==> src/rtl/spi_mfd_pkg.sv <==
package spi_mfd_pkg;

  localparam int DATA_W = 8;
  localparam int ADDR_W = 2;
  localparam int RATE_W = 3;
  localparam int HALF_W = 7;

  localparam logic [ADDR_W-1:0] A_CTRL = 2'd0;
  localparam logic [ADDR_W-1:0] A_STAT = 2'd1;
  localparam logic [ADDR_W-1:0] A_DATA = 2'd2;

  localparam int STAT_FAULT_BIT = 4;
  localparam int STAT_DONE_BIT  = 7;

  // packed layout: rate[6:4] ss_ignore[3] cpha[2] cpol[1] master[0]
  typedef struct packed {
    logic [RATE_W-1:0] rate;
    logic              ss_ignore;
    logic              cpha;
    logic              cpol;
    logic              master;
  } ctrl_t;

  // half of the serial clock period in system clocks; zero marks a reserved code
  function automatic logic [HALF_W-1:0] half_period(input logic [RATE_W-1:0] code);
    logic [HALF_W-1:0] h;
    case (code)
      3'd0:    h = HALF_W'(64);
      3'd1:    h = HALF_W'(8);
      3'd2:    h = HALF_W'(16);
      3'd3:    h = HALF_W'(2);
      3'd4:    h = HALF_W'(32);
      3'd5:    h = HALF_W'(4);
      default: h = '0;
    endcase
    return h;
  endfunction

endpackage

==> src/rtl/spi_mfd_rate.sv <==
module spi_mfd_rate
  import spi_mfd_pkg::*;
(
  input  logic              clk,
  input  logic              rst_n,
  input  logic              run,
  input  logic [RATE_W-1:0] code,
  output logic              tick,
  output logic              code_ok
);

  logic [HALF_W-1:0] half;
  logic [HALF_W-1:0] cnt;

  assign half    = half_period(code);
  assign code_ok = (half != '0);
  assign tick    = run && code_ok && (cnt == half - 1'b1);

  always_ff @(posedge clk or negedge rst_n) begin
    if (!rst_n)                 cnt <= '0;
    else if (!run || !code_ok)  cnt <= '0;
    else if (tick)              cnt <= '0;
    else                        cnt <= cnt + 1'b1;
  end

  // the smallest divider still leaves at least one idle cycle between ticks
  a_r1_tick_spacing: assert property (@(posedge clk) disable iff (!rst_n)
    tick |=> !tick);

endmodule

==> src/rtl/spi_mfd_sync.sv <==
module spi_mfd_sync #(
  parameter int           N      = 3,
  parameter int           STAGES = 2,
  parameter logic [N-1:0] INIT   = '0
) (
  input  logic         clk,
  input  logic         rst_n,
  input  logic [N-1:0] raw,
  output logic [N-1:0] synced
);

  for (genvar i = 0; i < N; i++) begin : g_bit
    logic [STAGES-1:0] chain;
    always_ff @(posedge clk or negedge rst_n) begin
      if (!rst_n) chain <= {STAGES{INIT[i]}};
      else        chain <= {chain[STAGES-2:0], raw[i]};
    end
    assign synced[i] = chain[STAGES-1];
  end

endmodule

==> src/rtl/spi_mfd_shift.sv <==
module spi_mfd_shift #(
  parameter int W = 8
) (
  input  logic         clk,
  input  logic         rst_n,
  input  logic         load,
  input  logic [W-1:0] load_data,
  input  logic         clear,
  input  logic         lead_ev,
  input  logic         trail_ev,
  input  logic         cpha,
  input  logic         in_bit,
  output logic [W-1:0] data_q,
  output logic         out_bit,
  output logic         done,
  output logic         idle
);

  localparam int EDGES = 2 * W;
  localparam int CW    = $clog2(EDGES);

  logic [W-1:0]  shreg;
  logic [CW-1:0] cnt;
  logic          out_q;
  logic          cap_ev, drv_ev, any_ev;

  assign cap_ev = cpha ? trail_ev : lead_ev;
  assign drv_ev = cpha ? lead_ev  : trail_ev;
  assign any_ev = lead_ev | trail_ev;
  assign done   = any_ev && (cnt == CW'(EDGES - 1));
  assign idle   = (cnt == '0);
  assign data_q = shreg;
  assign out_bit = out_q;

  always_ff @(posedge clk or negedge rst_n) begin
    if (!rst_n) begin
      shreg <= '0;
      cnt   <= '0;
      out_q <= 1'b0;
    end else if (load) begin
      shreg <= load_data;
      cnt   <= '0;
      out_q <= load_data[W-1];
    end else if (clear) begin
      cnt   <= '0;
      out_q <= shreg[W-1];
    end else begin
      if (cap_ev) shreg <= {shreg[W-2:0], in_bit};
      if (drv_ev)                   out_q <= shreg[W-1];
      else if (!any_ev && cnt == '0) out_q <= shreg[W-1];
      if (any_ev) cnt <= (cnt == CW'(EDGES - 1)) ? '0 : cnt + 1'b1;
    end
  end

  // the final edge of a byte is always a trailing one
  a_r5_done_on_trailing: assert property (@(posedge clk) disable iff (!rst_n)
    done |-> trail_ev);

  // lead and trail events come from one clock line and never coincide
  a_r3_single_edge: assert property (@(posedge clk) disable iff (!rst_n)
    !(lead_ev && trail_ev));

endmodule

==> src/rtl/spi_mfd_port.sv <==
module spi_mfd_port
  import spi_mfd_pkg::*;
(
  input  logic              clk,
  input  logic              rst_n,
  input  logic              bus_wr,
  input  logic              bus_rd,
  input  logic [ADDR_W-1:0] bus_addr,
  input  logic [DATA_W-1:0] bus_wdata,
  output logic [DATA_W-1:0] bus_rdata,
  input  logic              ss_n_i,
  input  logic              sck_i,
  output logic              sck_o,
  output logic              sck_oe,
  input  logic              mosi_i,
  output logic              mosi_o,
  output logic              mosi_oe,
  input  logic              miso_i,
  output logic              miso_o,
  output logic              miso_oe
);

  ctrl_t ctrl;
  logic  fault, done_flag, stat_seen, busy, sck_q, sck_d;
  logic  ss_s, sck_s, mosi_s;
  logic  is_master, selected, slave_sel;
  logic  tick, code_ok;
  logic  m_lead, m_trail, s_edge, s_lead, s_trail, lead_ev, trail_ev;
  logic  wr_ctrl, wr_stat, wr_data, rd_stat, rd_data;
  logic  fault_set, load, sh_clear, sh_done, sh_idle, sh_out, in_bit, xfer_busy;
  logic [DATA_W-1:0] sh_data;
  logic  unused_wdata;

  assign unused_wdata = bus_wdata[DATA_W-1];

  // ---- input synchronisation: {select, clock, data} ----
  spi_mfd_sync #(.N(3), .STAGES(2), .INIT(3'b100)) u_sync (
    .clk    (clk),
    .rst_n  (rst_n),
    .raw    ({ss_n_i, sck_i, mosi_i}),
    .synced ({ss_s, sck_s, mosi_s})
  );

  // ---- register decode ----
  assign wr_ctrl = bus_wr && (bus_addr == A_CTRL);
  assign wr_stat = bus_wr && (bus_addr == A_STAT);
  assign wr_data = bus_wr && (bus_addr == A_DATA);
  assign rd_stat = bus_rd && (bus_addr == A_STAT);
  assign rd_data = bus_rd && (bus_addr == A_DATA);

  // ---- mode and select qualification ----
  assign is_master = ctrl.master;
  assign selected  = !ss_s || (ctrl.ss_ignore && ctrl.cpha);
  assign slave_sel = !is_master && selected;
  assign fault_set = is_master && !ctrl.ss_ignore && !ss_s;

  // ---- master clock generation ----
  spi_mfd_rate u_rate (
    .clk     (clk),
    .rst_n   (rst_n),
    .run     (is_master && busy),
    .code    (ctrl.rate),
    .tick    (tick),
    .code_ok (code_ok)
  );

  assign m_lead  = tick && (sck_q == ctrl.cpol);
  assign m_trail = tick && (sck_q != ctrl.cpol);

  // ---- slave clock edge detection ----
  assign s_edge  = slave_sel && (sck_s != sck_d);
  assign s_lead  = s_edge && (sck_s != ctrl.cpol);
  assign s_trail = s_edge && (sck_s == ctrl.cpol);

  assign lead_ev  = is_master ? m_lead  : s_lead;
  assign trail_ev = is_master ? m_trail : s_trail;
  assign in_bit   = is_master ? miso_i  : mosi_s;

  // ---- transfer start and abort ----
  assign xfer_busy = is_master ? busy : !sh_idle;
  assign load      = wr_data && !xfer_busy && (!is_master || code_ok);
  assign sh_clear  = fault_set || (!is_master && !selected);

  spi_mfd_shift #(.W(DATA_W)) u_shift (
    .clk       (clk),
    .rst_n     (rst_n),
    .load      (load),
    .load_data (bus_wdata),
    .clear     (sh_clear),
    .lead_ev   (lead_ev),
    .trail_ev  (trail_ev),
    .cpha      (ctrl.cpha),
    .in_bit    (in_bit),
    .data_q    (sh_data),
    .out_bit   (sh_out),
    .done      (sh_done),
    .idle      (sh_idle)
  );

  // ---- state ----
  always_ff @(posedge clk or negedge rst_n) begin
    if (!rst_n) begin
      ctrl      <= '0;
      fault     <= 1'b0;
      done_flag <= 1'b0;
      stat_seen <= 1'b0;
      busy      <= 1'b0;
      sck_q     <= 1'b0;
      sck_d     <= 1'b0;
    end else begin
      sck_d <= sck_s;

      if (wr_ctrl) ctrl <= ctrl_t'(bus_wdata[6:0]);
      if (fault_set) ctrl.master <= 1'b0;

      if (fault_set)                              fault <= 1'b1;
      else if (wr_stat && bus_wdata[STAT_FAULT_BIT]) fault <= 1'b0;

      if (fault_set || !is_master)     busy <= 1'b0;
      else if (load)                   busy <= 1'b1;
      else if (sh_done)                busy <= 1'b0;

      if (!busy)     sck_q <= ctrl.cpol;
      else if (tick) sck_q <= !sck_q;

      if (sh_done) begin
        done_flag <= 1'b1;
        stat_seen <= 1'b0;
      end else if (rd_data) begin
        if (stat_seen) done_flag <= 1'b0;
        stat_seen <= 1'b0;
      end else if (rd_stat && done_flag) begin
        stat_seen <= 1'b1;
      end
    end
  end

  // ---- read mux ----
  always_comb begin
    bus_rdata = '0;
    case (bus_addr)
      A_CTRL: bus_rdata = {1'b0, ctrl};
      A_STAT: begin
        bus_rdata[STAT_DONE_BIT]  = done_flag;
        bus_rdata[STAT_FAULT_BIT] = fault;
      end
      A_DATA: bus_rdata = sh_data;
      default: bus_rdata = '0;
    endcase
  end

  // ---- pins ----
  assign sck_o   = busy ? sck_q : ctrl.cpol;
  assign sck_oe  = is_master;
  assign mosi_o  = is_master ? sh_out : 1'b0;
  assign mosi_oe = is_master;
  assign miso_o  = slave_sel ? sh_out : 1'b0;
  assign miso_oe = slave_sel;

  // ---- assertions ----
  a_r8_fault_releases_bus: assert property (@(posedge clk) disable iff (!rst_n)
    fault_set |=> (!sck_oe && !mosi_oe && !busy && fault));

  a_r10_fault_sticky: assert property (@(posedge clk) disable iff (!rst_n)
    (fault && !(wr_stat && bus_wdata[STAT_FAULT_BIT])) |=> fault);

  a_r9_ignored_select_no_fault: assert property (@(posedge clk) disable iff (!rst_n)
    (!fault && ctrl.master && ctrl.ss_ignore) |=> !fault);

  a_r6_one_driver: assert property (@(posedge clk) disable iff (!rst_n)
    miso_oe |-> !mosi_oe);

  a_r4_start_needs_write: assert property (@(posedge clk) disable iff (!rst_n)
    $rose(busy) |-> $past(wr_data));

  a_r5_done_latched: assert property (@(posedge clk) disable iff (!rst_n)
    sh_done |=> done_flag);

endmodule

==> config.mk <==
export PLATFORM = sky130hd
export DESIGN_NAME = spi_mfd_port
export DESIGN_NICKNAME = d
export VERILOG_FILES = /design/src/rtl/spi_mfd_pkg.sv /design/src/rtl/spi_mfd_rate.sv /design/src/rtl/spi_mfd_sync.sv /design/src/rtl/spi_mfd_shift.sv /design/src/rtl/spi_mfd_port.sv
export SDC_FILE = /design/constraint.sdc
export NUM_CORES = 1
export LEC_CHECK = 0
export ABC_CLOCK_PERIOD_IN_PS = 2800
export BUFFER_PORTS_ARGS = -buffer_cell sky130_fd_sc_hd__buf_2
export CORE_MARGIN = 8
export CORE_UTILIZATION = 55
export DETAILED_ROUTE_END_ITERATION = 16
export GPL_TIMING_DRIVEN = 0
export PLACE_DENSITY = 0.78
export SLEW_MARGIN = 10
export SYNTH_ARGS = -nofsm -noshare
export SYNTH_HDL_FRONTEND = slang
export SYNTH_SLANG_ARGS = --single-unit
==> constraint.sdc <==
create_clock -name clk -period 2.8 [get_ports clk]
set_input_delay 0 -clock clk [delete_from_list [all_inputs] [get_ports clk]]
set_output_delay 0 -clock clk [all_outputs]
set_load 0.005 [all_outputs]
==> summary.txt <==
Cells and area
  – N_diodes: 0
  – # fillers: 317
  – Fin cells: 315
  – Nets: 289
  – Layout area overhead: 21.15%
  – Area occupied by multi-input gates: 0.001144 mm^2
  – Share of cells above drive strength 1: 26.79%
  – Register Area: 978.4 um^2

Timing
  – Hold Violations, Final: 0
  – RSZ-0062 raised after global routing: false
  – Tmin final: 2333 ps
  – Final TNS setup: 0 ps
  – Slew Limit Fails: 0
  – Max Clock Freq: 428.6 MHz
  – Post-route clock period utilization: 83.33%
  – Skew final: 7.915 ps
  – Slew @ Worst Pin: 852.2 ps
  – Finish-stage setup viols: 0
  – Slew HR: 43.19%

CTS
  – Worst skew pair latency: 290 ps
  – H-tree lvl count: 2
  – Root buffer selected by CTS: clkbuf_8
  – Clk sinks: 39
  – CTS resizes: 0
  – Reg clk slew, reported paths: 70 ps
  – CTS tree: yes
  – Max clock buf depth: 2
  – Num CTS Buffers: 5
  – Setup bufs post-CTS: 0
  – CTS hold repair buffers: 13

GRT
  – Largest net degree at the start of global routing: 40
  – Vias in the first global route: 1693
  – First-pass GRT wire length: 8204 um
  – Tot GR Track Use: 16.45%
  – Total grt overflow: 0
  – Initial antenna violation count: 0

Logic synthesis
  – Area leader, netlist: dfrtp_1
  – Synth area leaders: dfrtp_1, nor2_1, ha_1, mux2_2, a211oi_2
  – Syn_area_per_cell: 10.33 um^2
  – Number of synthesized register bits: 39
  – Number of synthesized flops with an enable pin: 0
  – Post-Synthesis Cells: 213
  – Mapped cell area: 0.002201 mm^2
  – Post-synthesis sequential area ratio: 44.46%
  – Syn_nets: 238
  – Most common flop cell mapped by yosys: dfrtp_1
  – Area share of the largest cell type after synthesis: 42.07%
  – Syn. warnings: 0
  – FFs w/ async S/R, synth: 100.0%
  – Synth cell types: 56

Critical path
  – CP Data Required Time: 2950 ps
  – Crit-path max cell delay: 470 ps
  – Crit-path slowest cell: nor3_1
  – Crit Path Category: flip-flop to flip-flop
  – Crit path cell chain: buf_2 > a21bo_1 > nand4bb_4 > nor4_4 > a21oi_2 > nor3_1 > a211oi_1
  – Startpoint Class: flip-flop
  – CP Data Arrival Time: 2490 ps
  – Crit end category: flip-flop
  – Maximum fanout along the worst path: 10

Floorplanning
  – Die height: 79.26 um
  – Io pins: 32
  – Initial core utilization: 56.23%
  – Total core area: 0.003914 mm^2
  – Die area: 0.006281 mm^2
  – Std-Cell Rows: 23
  – Die Wd: 79.26 um

Detailed routing
  – Via/cell ratio: 5.670
  – DRC Markers: 0
  – Drt total wl: 4870 um
  – DRT antenna net count: 0
  – Pre-antenna DRT Iters: 5
  – Starting DRC count in detailed routing: 123
  – DR vias: 1786
  – Routed len/inst: 15.46 um

Power and ir drop
  – Pwr Density: 662.5 mW/mm^2
  – P_leak: 1.173 nW
  – Max VDD drop: 0.0005554 V

Placed design
  – Final HPWL DP: 3465 um
  – GP Congestion: 0.7928
  – Placed instance count: 294
  – PortBufs: 31

Run
  – Max_cap viols: 0

Worst hold path
  – Hold WC Path Type: primary input to flip-flop

Status
  – Status: completed
-- per-stage QoR --
stage	worst slack [ps]	util (%)	cell area, um^2	total power, mW	hold slack [ps]
floorplan	698.0	-	2201	1.117	-295.6
global placement	557.4	61.80	2419	1.258	104.7
detailed placement	514.0	61.80	2419	1.276	109.9
CTS	497.1	68.13	2666	1.775	13.79
global route	365.8	68.13	2666	1.865	44.66
finish	466.7	68.13	2666	1.766	17.27
-- Yosys cell counts, types with 2 or more instances --
| library cell | n |
|---|---|
| nor4b_1 | 2 |
| nor3_2 | 2 |
| a211oi_2 | 6 |
| nand2_1 | 13 |
| clkbuf_1 | 4 |
| mux2_2 | 7 |
| xnor2_1 | 7 |
| dfstp_2 | 2 |
| or2_1 | 2 |
| a21o_1 | 2 |
| dfrtp_1 | 37 |
| nor3_1 | 5 |
| a21oi_1 | 9 |
| nor2_1 | 31 |
| mux2i_1 | 2 |
| nand3b_1 | 3 |
| nand3_1 | 10 |
| buf_4 | 2 |
| ha_1 | 7 |
| xor2_1 | 6 |
| and2_1 | 2 |
| nor2b_1 | 3 |
| nor3b_1 | 3 |
| o311a_1 | 2 |
| a22o_1 | 6 |
| inv_1 | 6 |
| and3_1 | 2 |
| buf_2 | 2 |
-- metal layers --
| layer | wire, um | vias to the layer above | global-route usage [%] |
|---|---|---|---|
| met2 | 2350 | 50 | 25.64 |
| met1 | 2190 | 871 | 21.38 |
| met4 | 80 | 0 | 5.370 |
| met5 | 0 | - | 0 |
| li1 | - | 856 | - |
| met3 | 250 | 9 | 4.740 |
-- final cells by class --
type | count | share of cell area [%]
Inverter | 6 | 0.8447
Buffer | 10 | 2.112
Timing Repair Buffer | 44 | 10.70
Clock inverter | 2 | 1.314
Clock buffer | 6 | 3.097
Multi-Input combinational cell | 158 | 42.89
Sequential cell | 39 | 36.70
Tap cell | 50 | 2.346
-- path summary, 6_finish.rpt --
kind	from	to	slack, ps	cells after the start
min	bus_wdata[7]	u_shift.data_q[7]	20	3
max reg2reg	ctrl[6]	stat_seen	470	7
min in group asynchronous	rst_n	ctrl[2]	340	2
max in group asynchronous	rst_n	u_shift.cnt[2]	1910	2
max	ctrl[6]	stat_seen	470	7
min reg2reg	u_sync.g_bit[1].chain[0]	u_sync.g_bit[1].chain[1]	350	0
-- placed cells by master (no fill, tap or decap), types with 3 or more instances in the layout --
cell type,n
nor2b_1,3
a211oi_2,6
nand2_1,13
ha_1,7
nor2_1,31
dlygate4sd3_1,13
mux2_2,7
a21oi_1,9
clkbuf_1,4
nand3b_1,3
dfrtp_1,37
nor3_1,5
nor3b_1,3
nand3_1,10
clkbuf_8,6
buf_2,33
a22o_1,6
inv_1,6
xor2_1,6
xnor2_1,7
-- where the power goes --
part / switching [mW] / internal [mW]
Combinational: 0.265 / 0.257
Clock: 0.197 / 0.288
Sequential: 0.0929 / 0.666
-- worst max-delay path: cells and delay by family, from the launching register on --
family	cells	cell delay, ps
and+or+nand+nor	3	1150
AOI/OAI and AO/OA	3	520
DFF	1	360
buffers and inverters	1	180
-- sequential cells by signal, indices dropped and copies added (netlist names), 4 cells and up --
register	count
ctrl	6
u_rate.cnt	7
u_shift.cnt	4
u_shift.data_q	8
u_sync.g_bit.chain	6
-- cell families (layout without fill, tap and decap cells) --
logic type / after synthesis / after routing / synth area share, %
multiplexers: 10 / 10 / 5.003
XOR/XNOR: 13 / 13 / 5.173
adder cells (fa/ha/maj): 7 / 7 / 3.979
AO/OA/AOI/OAI: 41 / 41 / 15.86
buffers and inverters: 16 / 68 / 3.581
AND/OR/NAND/NOR: 87 / 87 / 21.95
flip-flops: 39 / 39 / 44.46
No activity file was read; power rests on OpenSTA's default activity.
